### config.mk
export PLATFORM = sky130hd
export DESIGN_NAME = ttt_match
export DESIGN_NICKNAME = d
export VERILOG_FILES = /design/src/rtl/ttt_pkg.sv /design/src/rtl/ttt_cursor.sv /design/src/rtl/ttt_judge.sv /design/src/rtl/ttt_match.sv
export SDC_FILE = /design/constraint.sdc
export NUM_CORES = 1
export LEC_CHECK = 0
export ABC_AREA = 1
export BUFFER_PORTS_ARGS = -buffer_cell sky130_fd_sc_hd__clkbuf_2
export CORE_MARGIN = 5
export CORE_UTILIZATION = 45
export CTS_CLUSTER_DIAMETER = 150
export CTS_CLUSTER_SIZE = 20
export DETAILED_ROUTE_END_ITERATION = 10
export HOLD_SLACK_MARGIN = 0.15
export PLACE_DENSITY = 0.66
export SYNTH_ARGS = -nofsm -noshare
export SYNTH_HDL_FRONTEND = slang
export SYNTH_SLANG_ARGS = --single-unit
### constraint.sdc
create_clock -name clk_i -period 3.4 [get_ports clk_i]
set_input_delay 0.34 -clock clk_i [delete_from_list [all_inputs] [get_ports clk_i]]
set_output_delay 0.34 -clock clk_i [all_outputs]
set_load 0.02 [all_outputs]
### src/rtl/ttt_pkg.sv
package ttt_pkg;
  localparam int unsigned SIDE   = 3;
  localparam int unsigned NCELL  = SIDE * SIDE;
  localparam int unsigned CW     = 2;
  localparam int unsigned POSW   = 2;

  typedef enum logic [1:0] {
    CELL_EMPTY = 2'b00,
    CELL_X     = 2'b01,
    CELL_O     = 2'b10
  } cell_e;

  typedef enum logic [1:0] {
    RES_PLAY = 2'b00,
    RES_XWIN = 2'b01,
    RES_OWIN = 2'b10,
    RES_DRAW = 2'b11
  } result_e;

  function automatic logic [POSW-1:0] step_pos(logic [POSW-1:0] pos, logic dec, logic inc);
    logic [POSW-1:0] r;
    r = pos;
    if (dec && pos != '0) r = pos - 1'b1;
    else if (inc && pos != POSW'(SIDE - 1)) r = pos + 1'b1;
    return r;
  endfunction

  function automatic int unsigned cell_index(logic [POSW-1:0] row, logic [POSW-1:0] col);
    return int'(row) * SIDE + int'(col);
  endfunction
endpackage

### src/rtl/ttt_cursor.sv
module ttt_cursor
  import ttt_pkg::*;
(
  input  logic            clk_i,
  input  logic            rst_ni,
  input  logic            clear_i,
  input  logic            hold_i,
  input  logic            up_i,
  input  logic            down_i,
  input  logic            left_i,
  input  logic            right_i,
  output logic [POSW-1:0] row_o,
  output logic [POSW-1:0] col_o
);
  logic [POSW-1:0] row_q, col_q, row_d, col_d;
  logic vert_sel;

  assign vert_sel = up_i | down_i;

  always_comb begin
    row_d = row_q;
    col_d = col_q;
    if (vert_sel) row_d = step_pos(row_q, up_i, down_i & ~up_i);
    else          col_d = step_pos(col_q, left_i, right_i & ~left_i);
  end

  always_ff @(posedge clk_i or negedge rst_ni) begin
    if (!rst_ni) begin
      row_q <= '0;
      col_q <= '0;
    end else if (clear_i) begin
      row_q <= '0;
      col_q <= '0;
    end else if (!hold_i) begin
      row_q <= row_d;
      col_q <= col_d;
    end
  end

  assign row_o = row_q;
  assign col_o = col_q;

  a_r4_row_bound: assert property (@(posedge clk_i) disable iff (!rst_ni) row_q <= POSW'(SIDE - 1));
  a_r4_col_bound: assert property (@(posedge clk_i) disable iff (!rst_ni) col_q <= POSW'(SIDE - 1));
  a_r9_hold_cursor: assert property (@(posedge clk_i) disable iff (!rst_ni)
    (hold_i && !clear_i) |=> ($stable(row_q) && $stable(col_q)));
  a_r3_one_axis: assert property (@(posedge clk_i) disable iff (!rst_ni)
    !($changed(row_q) && $changed(col_q) && !$past(clear_i)));
endmodule

### src/rtl/ttt_judge.sv
module ttt_judge
  import ttt_pkg::*;
(
  input  logic [NCELL*CW-1:0] board_i,
  output logic [1:0]          result_o
);
  localparam int unsigned NLINE = 2 * SIDE + 2;

  logic [NLINE-1:0] x_line, o_line;
  logic             full;

  function automatic logic [CW-1:0] cell_at(logic [NCELL*CW-1:0] b, int unsigned r, int unsigned c);
    return b[(r*SIDE+c)*CW +: CW];
  endfunction

  function automatic logic line_owned(logic [NCELL*CW-1:0] b, logic [CW-1:0] mark,
                                      int unsigned r0, int unsigned c0, int dr, int dc);
    logic ok;
    ok = 1'b1;
    for (int k = 0; k < SIDE; k++)
      if (cell_at(b, int'(r0) + k*dr, int'(c0) + k*dc) != mark) ok = 1'b0;
    return ok;
  endfunction

  for (genvar g = 0; g < SIDE; g++) begin : g_rc
    assign x_line[g]        = line_owned(board_i, CELL_X, g, 0, 0, 1);
    assign o_line[g]        = line_owned(board_i, CELL_O, g, 0, 0, 1);
    assign x_line[SIDE + g] = line_owned(board_i, CELL_X, 0, g, 1, 0);
    assign o_line[SIDE + g] = line_owned(board_i, CELL_O, 0, g, 1, 0);
  end
  assign x_line[2*SIDE]   = line_owned(board_i, CELL_X, 0, 0, 1, 1);
  assign o_line[2*SIDE]   = line_owned(board_i, CELL_O, 0, 0, 1, 1);
  assign x_line[2*SIDE+1] = line_owned(board_i, CELL_X, 0, SIDE-1, 1, -1);
  assign o_line[2*SIDE+1] = line_owned(board_i, CELL_O, 0, SIDE-1, 1, -1);

  always_comb begin
    full = 1'b1;
    for (int i = 0; i < NCELL; i++)
      if (board_i[i*CW +: CW] == CELL_EMPTY) full = 1'b0;
  end

  always_comb begin
    if (|x_line)      result_o = RES_XWIN;
    else if (|o_line) result_o = RES_OWIN;
    else if (full)    result_o = RES_DRAW;
    else              result_o = RES_PLAY;
  end
endmodule

### src/rtl/ttt_match.sv
module ttt_match
  import ttt_pkg::*;
(
  input  logic                clk_i,
  input  logic                rst_ni,
  input  logic                new_game_i,
  input  logic                up_i,
  input  logic                down_i,
  input  logic                left_i,
  input  logic                right_i,
  input  logic                place_i,
  output logic [NCELL*CW-1:0] board_o,
  output logic [POSW-1:0]     cur_row_o,
  output logic [POSW-1:0]     cur_col_o,
  output logic                turn_o,
  output logic [1:0]          result_o
);
  logic [NCELL*CW-1:0] board_q;
  logic                turn_q;
  logic [1:0]          result_q, judged;
  logic [POSW-1:0]     row, col;
  logic                game_over, place_ok, cell_free;
  logic [CW-1:0]       sel_cell;

  assign game_over = (result_q != RES_PLAY);

  ttt_cursor u_cursor (
    .clk_i   (clk_i),
    .rst_ni  (rst_ni),
    .clear_i (new_game_i),
    .hold_i  (game_over),
    .up_i    (up_i),
    .down_i  (down_i),
    .left_i  (left_i),
    .right_i (right_i),
    .row_o   (row),
    .col_o   (col)
  );

  assign sel_cell  = board_q[cell_index(row, col)*CW +: CW];
  assign cell_free = (sel_cell == CELL_EMPTY);
  assign place_ok  = place_i && cell_free && !game_over && !new_game_i;

  always_ff @(posedge clk_i or negedge rst_ni) begin
    if (!rst_ni) begin
      board_q <= '0;
      turn_q  <= 1'b0;
    end else if (new_game_i) begin
      board_q <= '0;
      turn_q  <= 1'b0;
    end else if (place_ok) begin
      board_q[cell_index(row, col)*CW +: CW] <= turn_q ? CELL_O : CELL_X;
      turn_q <= ~turn_q;
    end
  end

  ttt_judge u_judge (
    .board_i  (board_q),
    .result_o (judged)
  );

  always_ff @(posedge clk_i or negedge rst_ni) begin
    if (!rst_ni)         result_q <= RES_PLAY;
    else if (new_game_i) result_q <= RES_PLAY;
    else if (!game_over) result_q <= judged;
  end

  assign board_o   = board_q;
  assign cur_row_o = row;
  assign cur_col_o = col;
  assign turn_o    = turn_q;
  assign result_o  = result_q;

  a_r5_turn_flips: assert property (@(posedge clk_i) disable iff (!rst_ni)
    place_ok |=> (turn_q != $past(turn_q)));
  a_r6_occupied_ignored: assert property (@(posedge clk_i) disable iff (!rst_ni)
    (place_i && !cell_free && !new_game_i) |=> ($stable(board_q) && $stable(turn_q)));
  a_r9_locked: assert property (@(posedge clk_i) disable iff (!rst_ni)
    (game_over && !new_game_i) |=> ($stable(board_q) && $stable(result_q)));
  a_r1_clear: assert property (@(posedge clk_i) disable iff (!rst_ni)
    new_game_i |=> (board_q == '0 && !turn_q && result_q == RES_PLAY));
  a_r2_one_cell: assert property (@(posedge clk_i) disable iff (!rst_ni)
    (!new_game_i) |=> ($countones(board_q ^ $past(board_q)) <= 1));
endmodule

==> parameters.txt, run 1 <==
Parameter                              Value

Critical path
  Reg-to-reg endpoint ... board_o[13]$_DFFE_PN0P_
  Setup crit start ... u_cursor.col_o[1]$_DFFE_PN0P_
  Startpoint type of the worst setup path ... flop
  Category of the critical setup timing path ... flop to flop
  Crit end category ... flop
  Data arrival time of the critical path ... 3.32 ns
  Number of cells traversed by the worst register-to-register path ... 17
  Max FO, Critical Path ... 6
  Startpoint of the lowest-slack register-to-register path ... u_cursor.col_o[1]$_DFFE_PN0P_
  CP Capture Point ... board_o[13]$_DFFE_PN0P_
  R2R setup slack ... 0.30 ns
  Data required time at the worst endpoint ... 3.62 ns

Route
  Via count normalized by instance count ... 5.30
  DR WL/cell ... 13.6 um
  Via count ... 2,231
  DRC violation count after routing ... 0
  Initial DRC Count ... 108
  Pre-Repair DR Iteration Count ... 4
  Wirelength, routed ... 5.73 mm
  Routed Antenna Nets ... 0

Timing
  Slew Limit Fails ... 0
  Minimum hold slack ... 0.392 ns
  Post-route fraction of the period consumed by the critical path ... 91.3%
  Number of setup violations in the final report ... 0
  Final hold violations ... 0
  Minimum clock period after layout ... 3.10 ns
  Least-Margin Pin Slew ... 0.671 ns
  Max frequency ... 0.322 GHz
  Skew final ... 0.00677 ns
  Final setup slack of the worst path ... 0.296 ns
  Max_slew headroom ... 55.2%

Outcome
  Result of the run ... complete, no violations

Floorplanning
  Die X ... 78.6 um
  Number of placement rows ... 25
  Starting Density ... 45.7%
  # IOs ... 33
  Die Ht ... 78.6 um
  Area enclosed by the die boundary ... 6170 um^2
  Placeable core area ... 4630 um^2

Clocking
  Latest clock arrival within the worst-skew pair ... 0.28 ns
  Clock transition time at the flip-flop clock pins of the worst setup and hold paths ... 0.09 ns
  TritonCTS Sinks ... 25
  CTS Buf Count ... 3
  CTS tree ... built
  Number of H-tree branching levels ... 1
  Clock root buffer ... clkbuf_8
  Max Root-Sink Buffers ... 2

Logic synthesis
  Net count of the mapped netlist ... 349
  Most instantiated library cell after synthesis ... nand2_1
  Area share of the largest cell type after synthesis ... 29.6%
  Register bit count reported by yosys ... 25
  Post-synthesis instance area ... 2110 um^2
  Synth cell types ... 30
  Portion of the post-synthesis area used by sequential elements ... 29.6%
  Proportion of register bits with asynchronous set or reset after synthesis ... 100%
  Number of enable flip-flop cells after synthesis ... 0
  Synth Area per Inst ... 6.41 um^2
  Post-synth top area cell ... dfrtp_1
  Count of mapped cells out of synthesis ... 330
  Ys Warns ... 0
  Flip-flop cell with the highest count after synthesis ... dfrtp_1
  Synth top area cells ... dfrtp_1 30%, nand2_1 14%, nand3_1 12%
  Top post-synthesis cells by count ... 80 x nand2_1, 49 x nand3_1, 45 x inv_1

Pwr
  Areal power density over the cells ... 387 nW/um^2
  Part of the power in registers ... 33.9%
  Clk network pwr share ... 20.0%
  Switching Fraction ... 44.9%
  Net load switching power ... 0.000423 W
  Share of total power in combinational logic ... 46.0%
  P_int ... 0.000519 W
  Max rail drop VDD ... 0.155 mV
  Overall power ... 0.000942 W
  Leakage power figure ... 1.31 nW

GRT
  Number of antenna violations at the first check in global routing ... 0
  Overflow after GRT ... 0
  Vias in the first global route ... 2,143
  Global-route wire length before repair ... 9.83 mm
  Pin count of the biggest net entering global routing ... 26
  Global routing usage summed across all routing layers ... 19.7%

Placement
  HPWL after detailed placement ... 4.47 mm
  Number of input and output port buffers inserted ... 32
  Cell area after placement ... 2350 um^2
  Pre-CTS setup slack ... 0.158 ns
  Final RePlAce weighted congestion ... 0.881

Final layout
  Final core utilization ... 52.5%
  Finished Cell Area ... 2430 um^2
  Net count of the finished layout ... 387
  Layout cell share with drive strength beyond 1 ... 15.8%
  Final antenna diode count ... 0
  Area delta synth->final ... 15.0%

Flow run
  Max_cap viols ... 0

Worst hold path
  Type of the most critical hold path ... input pin to flop
==> area by class of cell <==
| type | count | area [um^2] |
|---|---|---|
| fillers | 501 | 2200 |
| multi-input cells | 251 | 1290 |
| flip-flops and latches | 25 | 626 |
| repair buffers | 41 | 230 |
| inverters | 46 | 173 |
| well taps | 54 | 67.6 |
| clock buffers | 3 | 41.3 |
| clock inverters | 1 | 5.00 |
==> kinds of logic (layout without fill, tap and decap cells) <==
kind of cell             count (synthesis)  in the layout  share of synthesized area (%)
XOR/XNOR                                 1              1                          0.414
buffers and inverters                   54             91                           10.6
AO/OA/AOI/OAI                           24             24                           6.27
AND/OR/NAND/NOR                        215            215                           45.9
adder cells (fa/ha/maj)                 11             11                           7.22
flip-flops                              25             25                           29.6
==> critical path, stage by stage, from the launching register on <==
cell and delay [ns]:
dfrtp_1 0.40, inv_1 0.12, fa_1 0.42, inv_1 0.06
ha_1 0.13, inv_1 0.04, fa_1 0.54, inv_1 0.10
nor3_2 0.23, ha_4 0.21, nand2_1 0.10, inv_1 0.09
nand2_1 0.11, nor2_1 0.15, nand3_1 0.09, nor2_1 0.10
nand3_1 0.08, nand2_1 0.07
==> state kept, by name, indices dropped and copies added (netlist names) <==
register,flops
u_cursor.row_o,2
u_cursor.col_o,2
turn_o,1
result_o,2
board_o,18
==> worst min path at each step <==
stage,start,endpoint,slack [ns],cells past startpoint
6_report,left_i,u_cursor.col_o[1]$_DFFE_PN0P_,0.39,4
5_1_grt,new_game_i,u_cursor.row_o[1]$_DFFE_PN0P_,0.41,2
4_1_cts,left_i,u_cursor.col_o[1]$_DFFE_PN0P_,0.39,4
3_5_place_dp,rst_ni,turn_o$_DFFE_PN0P_,0.41,1
3_3_place_gp,rst_ni,turn_o$_DFFE_PN0P_,0.40,1
2_1_floorplan,rst_ni,board_o[0]$_DFFE_PN0P_,0.04,0
==> metrics by stage <==
step                std cells  TNS [ns]
floorplan                 330         0
global placement          416         0
detailed placement        416         0
CTS                       421         0
global route              421  -0.00360
finish                    421         0
==> power groups by stage <==
| stage | registers, W | clock network [W] | logic [W] |
|---|---|---|---|
| global placement | 0.000326 | 0 | 0.000414 |
| finish | 0.000320 | 0.000189 | 0.000434 |
| CTS | 0.000320 | 0.000194 | 0.000414 |
| detailed placement | 0.000326 | 0 | 0.000410 |
| floorplan | 0.000331 | 0 | 0.000311 |
| global route | 0.000322 | 0.000208 | 0.000487 |
==> cells in the final DEF (no fill, tap or decap), drive strengths merged <==
| cell type | count |
|---|---|
| nand3 | 52 |
| nor2 | 46 |
| or2 | 1 |
| nand2 | 81 |
| buf | 8 |
| o21ai | 14 |
| inv | 46 |
| and2 | 1 |
| o31ai | 1 |
| o21bai | 1 |
| nor4 | 3 |
| ha | 9 |
| xor2 | 1 |
| a21oi | 8 |
| dlygate4sd3 | 1 |
| clkbuf | 35 |
| nand4 | 12 |
| nand3b | 2 |
| fa | 2 |
| nor3 | 17 |
| dfrtp | 25 |
| clkinv | 1 |
==> timing repair <==
action,4_1_cts,5_1_grt
endpoints found under the setup margin,0,19
endpoints found under the hold margin,25,0
hold buffers,1,0
resized for setup,0,5
buffers inserted,0,0
==> metal layers <==
metal,vias to the layer above,track usage [%],part of all wire [%]
li1,1146,-,-
met1,1012,25.6,46
met2,62,34.1,46
met3,11,2.41,6.0
met4,0,5.77,1.9
met5,-,0,0
(Power assumes the default switching activity.)
==> run 2, diff against run 1 <==
CELL_PAD_IN_SITES_DETAIL_PLACEMENT = 2   (was default)
CELL_PAD_IN_SITES_GLOBAL_PLACEMENT = 2   (was default)
CORE_UTILIZATION = 30   (was 45)
PLACE_DENSITY = default   (was 0.66)
PLACE_DENSITY_LB_ADDON = 0.1   (was default)
==> run 2 against run 1 <==
  * Sequential share of layout area down 0.46 points
  * Non-clock buffer count is the same
  * Sequential power about the same
  * Critical path type unchanged
  * Core utilization shrank 16 points
  * Wire length is 41% higher
  * Total power increased by 3.6%
  * Largest power group unchanged
==> parameters.txt, run 2 (synthesis gave the netlist of run 1 again) <==
Parameter                              Value

GRT
  Number of antenna violations at the first check in global routing ... 0
  Vias in the first global route ... 2,607
  Met2 routing resource usage after global routing ... 35.7%
  Met1 usage ... 24.7%
  Overflow after GRT ... 0
  Pin count of the biggest net entering global routing ... 26
  Global routing usage summed across all routing layers ... 19.3%
  Grt peak-use layer ... met2
  Global-route wire length before repair ... 13.4 mm
  Met3 track demand over resource ... 1.68%

Timing
  Max frequency ... 0.314 GHz
  Skew final ... 0.00251 ns
  Post-route fraction of the period consumed by the critical path ... 93.8%
  Least-Margin Pin Slew ... 0.719 ns
  Final total negative setup slack ... 0 ns
  Final hold violations ... 0
  Minimum hold slack ... 0.402 ns
  Slew Limit Fails ... 0
  Minimum clock period after layout ... 3.19 ns
  Number of setup violations in the final report ... 0
  Max_slew headroom ... 52.1%

Placement
  Number of placed cells counting well taps ... 455
  HPWL after detailed placement ... 6.36 mm
  Final RePlAce weighted congestion ... 0.833
  Number of input and output port buffers inserted ... 32

Final layout
  Most common cell after layout, fill and taps aside ... nand2_1
  Flip-flop count of the largest register, all copies and words added ... 18
  # fillers ... 885
  Final core utilization ... 36.2%
  Final antenna diode count ... 0
  Net count of the finished layout ... 387
  Cell Count, Final, Fillers Out ... 463
  Commonest non-fill, non-tap cells in the layout ... 79 x nand2_1, 49 x nand3_1, 43 x inv_1, 42 x nor2_1, 32 x clkbuf_2
  Layout cell share with drive strength beyond 1 ... 16.6%
  Area delta synth->final ... 17.0%

Floorplanning
  Die Ht ... 94.0 um
  Area enclosed by the die boundary ... 8830 um^2
  Placeable core area ... 6830 um^2
  Number of placement rows ... 30
  Die X ... 94.0 um
  Starting Density ... 31.0%
  # IOs ... 33

Critical path
  Reg-to-reg endpoint ... board_o[4]$_DFFE_PN0P_
  Category of the critical setup timing path ... flop to flop
  Data required time at the worst endpoint ... 3.62 ns
  Crit end category ... flop
  Max FO, Critical Path ... 6
  Number of cells traversed by the worst register-to-register path ... 17
  Critical path cell sequence ... inv_2 -> fa_1 -> inv_1 -> ha_1 -> inv_1 -> fa_1 -> inv_1 -> nor3_2 -> ha_2 -> nand2_1 -> inv_1 -> nand2_2 -> nor2_2 -> nand3_1 -> nor2_1 -> nand3_1 -> nand2_1
  R2R setup slack ... 0.21 ns
  Worst path buffer plus inverter count ... 5
  Critical-path top delay cell ... fa_1
  Data arrival time of the critical path ... 3.41 ns
  Startpoint of the lowest-slack register-to-register path ... u_cursor.row_o[0]$_DFFE_PN0P_
  Library cell appearing most often on the critical path ... inv_1
  Delay of the slowest critical-path stage ... 0.53 ns
  Startpoint type of the worst setup path ... flop
  CP delay by family, top ... adder cells

Clocking
  Latest clock arrival within the worst-skew pair ... 0.28 ns
  TritonCTS Sinks ... 25
  Number of H-tree branching levels ... 1
  Clock root buffer ... clkbuf_8
  CTS tree ... built
  Clock transition time at the flip-flop clock pins of the worst setup and hold paths ... 0.10 ns
  Max Root-Sink Buffers ... 2
  CTS Buf Count ... 3

Pwr
  Overall power ... 0.000976 W
  Areal power density over the cells ... 394 nW/um^2
  Max rail drop VDD ... 0.170 mV
  Leakage power figure ... 1.31 nW

Worst hold path
  Source of the worst hold timing path ... left_i
  Type of the most critical hold path ... input pin to flop
  Number of cells on the worst hold path ... 4
  Hold Path Sink ... u_cursor.col_o[1]$_DFFE_PN0P_

Outcome
  Result of the run ... complete, no violations

Route
  Wirelength, routed ... 8.10 mm
  Initial DRC Count ... 59
  DRC violation count after routing ... 0
  Via count normalized by instance count ... 5.05
  DR WL/cell ... 17.5 um
  Routed Antenna Nets ... 0
  Via count ... 2,339
  Pre-Repair DR Iteration Count ... 4

Flow run
  Max_cap viols ... 0
[run 2: cell counts in the layout (fill, tap and decap cells not counted)]
Identical to the previous run, type by type.
[run 2: layer usage]
layer / up-vias / part of all wire [%]
met3: 4 / 2.2
li1: 1148 / -
met1: 1157 / 46
met2: 30 / 51
met5: - / 0
met4: 0 / 0.49
[run 2: worst reg2reg max path: stages, from the launching register on]
cell and delay [ns]:
dfrtp_1 0.39, inv_2 0.09, fa_1 0.53, inv_1 0.04
ha_1 0.19, inv_1 0.06, fa_1 0.43, inv_1 0.13
nor3_2 0.06, ha_2 0.39, nand2_1 0.10, inv_1 0.10
nand2_2 0.10, nor2_2 0.16, nand3_1 0.09, nor2_1 0.09
nand3_1 0.08, nand2_1 0.08
[run 2: final cells by class]
cell class              instances  area (um^2)  share of cell area [%]
clock buffers                   3         41.3                    1.67
multi-input cells             251         1280                    51.7
well taps                      96          120                    4.85
repair buffers                 41          230                    9.30
flip-flops and latches         25          626                    25.3
clock inverters                 1         5.00                   0.202
inverters                      46          173                    6.98
[run 2: stage by stage]
step	cell area, um^2	setup WS, ns
3_5_place_dp	2380	0.0521
4_1_cts	2440	0.00303
3_3_place_gp	2380	0.181
2_1_floorplan	2110	0.232
6_report	2470	0.212
5_1_grt	2470	-0.0141
[run 2: timing repair]
action / CTS / global route
setup endpoints to repair: 0 / 17
hold buffers: 1 / 0
resized for setup: 0 / 7
buffers inserted: 0 / 3
endpoints found under the hold margin: 25 / 0
[run 2: how the worst max path moves through the flow]
| stage | end | cells past startpoint | start | slack, ns |
|---|---|---|---|---|
| final | board_o[4]$_DFFE_PN0P_ | 17 | u_cursor.row_o[0]$_DFFE_PN0P_ | 0.21 |
| after global routing | board_o[1]$_DFFE_PN0P_ | 13 | u_cursor.row_o[0]$_DFFE_PN0P_ | -0.01 |
| after CTS | board_o[4]$_DFFE_PN0P_ | 17 | u_cursor.row_o[1]$_DFFE_PN0P_ | 0.003 |
| after detailed placement | board_o[4]$_DFFE_PN0P_ | 17 | u_cursor.row_o[1]$_DFFE_PN0P_ | 0.05 |
| after global placement | board_o[1]$_DFFE_PN0P_ | 14 | u_cursor.row_o[1]$_DFFE_PN0P_ | 0.18 |
| after floorplan | board_o[4]$_DFFE_PN0P_ | 17 | u_cursor.row_o[0]$_DFFE_PN0P_ | 0.23 |
[run 2: where the power goes]
part | total [W] | leakage (nW) | internal (W) | switching, W
logic | 0.000458 | 0.940 | 0.000129 | 0.000330
registers | 0.000323 | 0.347 | 0.000306 | 0.0000172
clock network | 0.000194 | 0.0255 | 0.0000825 | 0.000112
total | 0.000976 | 1.31 | 0.000517 | 0.000459
==> run 3, diff against run 2 <==
MAX_ROUTING_LAYER = met4   (was default)
SYNTH_HIERARCHICAL = 1   (was default)
==> run 3 against run 2 <==
  * Wire length up 9.2%
  * Largest power group unchanged
  * Non-clock buffer count up 3
  * Highest routed layer unchanged
  * Maximum frequency up 2.2%
  * Clock power down 4%
  * Critical path type unchanged
  * Via count up 13%
==> parameters.txt, run 3 <==
Parameter                              Value

Outcome
  Result of the run ... complete, no violations

Logic synthesis
  Number of enable flip-flop cells after synthesis ... 0
  Register bit count reported by yosys ... 25
  Area share of the largest cell type after synthesis ... 26.9%
  Net count of the mapped netlist ... 402
  Portion of the post-synthesis area used by sequential elements ... 26.9%
  Synth Area per Inst ... 6.04 um^2
  Synth top area cells ... dfrtp_1 27%, nand3_1 15%, nand2_1 15%
  Proportion of register bits with asynchronous set or reset after synthesis ... 100%
  Post-synthesis instance area ... 2330 um^2
  Count of mapped cells out of synthesis ... 385
  Most instantiated library cell after synthesis ... nand2_1
  Ys Warns ... 6
  Top post-synthesis cells by count ... 92 x nand2_1, 71 x nand3_1, 64 x nor2_1
  Synth cell types ... 30
  Post-synth top area cell ... dfrtp_1
  Flip-flop cell with the highest count after synthesis ... dfrtp_1

Final layout
  Sequential Area ... 626 um^2
  Commonest non-fill, non-tap cells in the layout ... 91 x nand2_1, 70 x nand3_1, 64 x nor2_1, 47 x inv_1, 32 x clkbuf_2
  Layout cell share with drive strength beyond 1 ... 18.9%
  Most common cell after layout, fill and taps aside ... nand2_1
  Final antenna diode count ... 0
  # fillers ... 972
  Flip-flop count of the largest register, all copies and words added ... 18
  Net count of the finished layout ... 442
  Multi-input logic area ... 1450 um^2
  Area delta synth->final ... 17.3%

Floorplanning
  Die Ht ... 98.1 um
  Die X ... 98.1 um
  Number of placement rows ... 32
  # IOs ... 33
  Starting Density ... 30.4%
  Area enclosed by the die boundary ... 9620 um^2
  Placeable core area ... 7650 um^2

Pwr
  P_int ... 0.000534 W
  Clk network pwr share ... 18.9%
  Max rail drop VDD ... 0.139 mV
  Areal power density over the cells ... 360 nW/um^2
  Switching Fraction ... 45.7%
  Leakage power figure ... 1.43 nW
  Share of total power in combinational logic ... 49.0%
  Net load switching power ... 0.000450 W
  Part of the power in registers ... 32.0%

Placement
  Pre-CTS setup slack ... 0.113 ns
  Final RePlAce weighted congestion ... 0.896
  Number of input and output port buffers inserted ... 32
  HPWL after detailed placement ... 7.22 mm

Critical path
  Data arrival time of the critical path ... 3.29 ns
  Data required time at the worst endpoint ... 3.57 ns
  Worst path buffer plus inverter count ... 5
  Critical path cell sequence ... inv_1 -> fa_1 -> inv_1 -> ha_1 -> inv_1 -> fa_2 -> inv_2 -> nor3_4 -> ha_4 -> nand2_1 -> inv_2 -> nand2_1 -> o21ai_0 -> nand3_1 -> nand2_1
  Critical-path top delay cell ... fa_2
  Delay of the slowest critical-path stage ... 0.59 ns
  CP delay by family, top ... adder cells
  Crit end category ... flop
  Max FO, Critical Path ... 6
  Startpoint type of the worst setup path ... flop
  Category of the critical setup timing path ... flop to flop

Clocking
  Clock root buffer ... clkbuf_8
  TritonCTS Sinks ... 25
  Latest clock arrival within the worst-skew pair ... 0.27 ns
  Max Root-Sink Buffers ... 2
  CTS tree ... built
  Clock transition time at the flip-flop clock pins of the worst setup and hold paths ... 0.10 ns
  CTS Buf Count ... 3
  Number of H-tree branching levels ... 1

Route
  DR WL/cell ... 16.8 um
  Routed Antenna Nets ... 0
  Wirelength, routed ... 8.84 mm
  Via count ... 2,638
  Via count normalized by instance count ... 5.02
  DRC violation count after routing ... 0
  Initial DRC Count ... 80
  Pre-Repair DR Iteration Count ... 4

Timing
  Max frequency ... 0.321 GHz
  Number of setup violations in the final report ... 0
  Slew Limit Fails ... 0
  Post-route fraction of the period consumed by the critical path ... 91.8%
  Final total negative setup slack ... 0 ns
  Skew final ... 0.00478 ns
  Max_slew headroom ... 42.6%
  RSZ-0062 raised after global routing ... no
  Final hold violations ... 0
  Final setup slack of the worst path ... 0.280 ns
  Minimum clock period after layout ... 3.12 ns
  Least-Margin Pin Slew ... 0.860 ns

GRT
  Global routing usage summed across all routing layers ... 19.8%
  Vias in the first global route ... 2,894
  Pin count of the biggest net entering global routing ... 26
  Global-route wire length before repair ... 15.0 mm
  Overflow after GRT ... 0
  Number of antenna violations at the first check in global routing ... 0

Worst hold path
  Type of the most critical hold path ... input pin to flop

Flow run
  Max_cap viols ... 0
run 3: cell types whose count changed after synthesis, moves of 11 or more:
cell	previous run	this run
nor2_1	44	64
nand2_1	80	92
nor3_1	17	5
inv_2	1	12
nand3_1	49	71
run 3: layout make-up:
type / count / share of cell area [%]
well taps: 102 / 4.67
clock buffers: 4 / 1.65
repair buffers: 44 / 9.26
multi-input cells: 290 / 53.0
inverters: 61 / 8.48
flip-flops and latches: 25 / 22.9
run 3: metrics by stage:
| stage | hold WS, ns | instance area (um^2) | cells | utilization, % | total power, W |
|---|---|---|---|---|---|
| after floorplan | 0.0444 | 2330 | 385 | - | 0.000631 |
| after global placement | 0.411 | 2650 | 521 | 34.6 | 0.000773 |
| after detailed placement | 0.428 | 2650 | 521 | 34.6 | 0.000785 |
| after CTS | 0.411 | 2700 | 526 | 35.3 | 0.000982 |
| after global routing | 0.450 | 2730 | 526 | 35.7 | 0.00106 |
| final | 0.421 | 2730 | 526 | 35.7 | 0.000983 |
run 3: worst register-to-register path: stages, from the launching register on:
cell     delay (ns)
dfrtp_1        0.42
inv_1          0.14
fa_1           0.43
inv_1          0.06
ha_1           0.14
inv_1          0.05
fa_2           0.59
inv_2          0.07
nor3_4         0.20
ha_4           0.26
nand2_1        0.12
inv_2          0.06
nand2_1        0.11
o21ai_0        0.13
nand3_1        0.17
nand2_1        0.07
run 3: cell families after synthesis:
kind of cell / count (synthesis) / share of synthesized area (%)
simple gates: 255 / 49.2
buf+inv: 70 / 12.2
compound gates: 26 / 6.24
flops: 25 / 26.9
fa+ha+maj: 9 / 5.48
run 3: repair_timing:
| action | in CTS | in global routing |
|---|---|---|
| hold endpoints to repair | 25 | 0 |
| setup buffers | 0 | 0 |
| hold buffers | 1 | 0 |
| setup endpoints to repair | 0 | 18 |
| resized for setup | 0 | 7 |
run 3: final timing paths:
check,startpoint,endpoint,slack (ns),cells past startpoint
min in group asynchronous,rst_ni,board_o[0]$_DFFE_PN0P_,0.63,2
worst max register to register,u_cursor/row_o[1]$_DFFE_PN0P_,board_o[15]$_DFFE_PN0P_,0.28,15
worst min register to register,result_o[0]$_DFFE_PN0P_,result_o[1]$_DFFE_PN0P_,0.57,3
max in group asynchronous,rst_ni,board_o[2]$_DFFE_PN0P_,2.30,2
worst min-delay path,up_i,u_cursor/row_o[0]$_DFFE_PN0P_,0.42,4
worst max-delay path,u_cursor/row_o[1]$_DFFE_PN0P_,board_o[15]$_DFFE_PN0P_,0.28,15
run 3: power groups by stage:
stage	sequential, W	combinational [W]	clock (W)
global route	0.000316	0.000539	0.000208
global placement	0.000320	0.000453	0
CTS	0.000315	0.000467	0.000200
finish	0.000315	0.000482	0.000186
floorplan	0.000328	0.000303	0
detailed placement	0.000321	0.000464	0
run 3: routing by layer:
| metal | routed length [um] | global-route usage [%] | vias to the layer above |
|---|---|---|---|
| met2 | 4410 | 34.5 | 35 |
| met5 | 0 | - | - |
| met1 | 4140 | 25.3 | 1299 |
| met3 | 214 | 2.00 | 4 |
| li1 | - | - | 1300 |
| met4 | 79 | 3.41 | 0 |
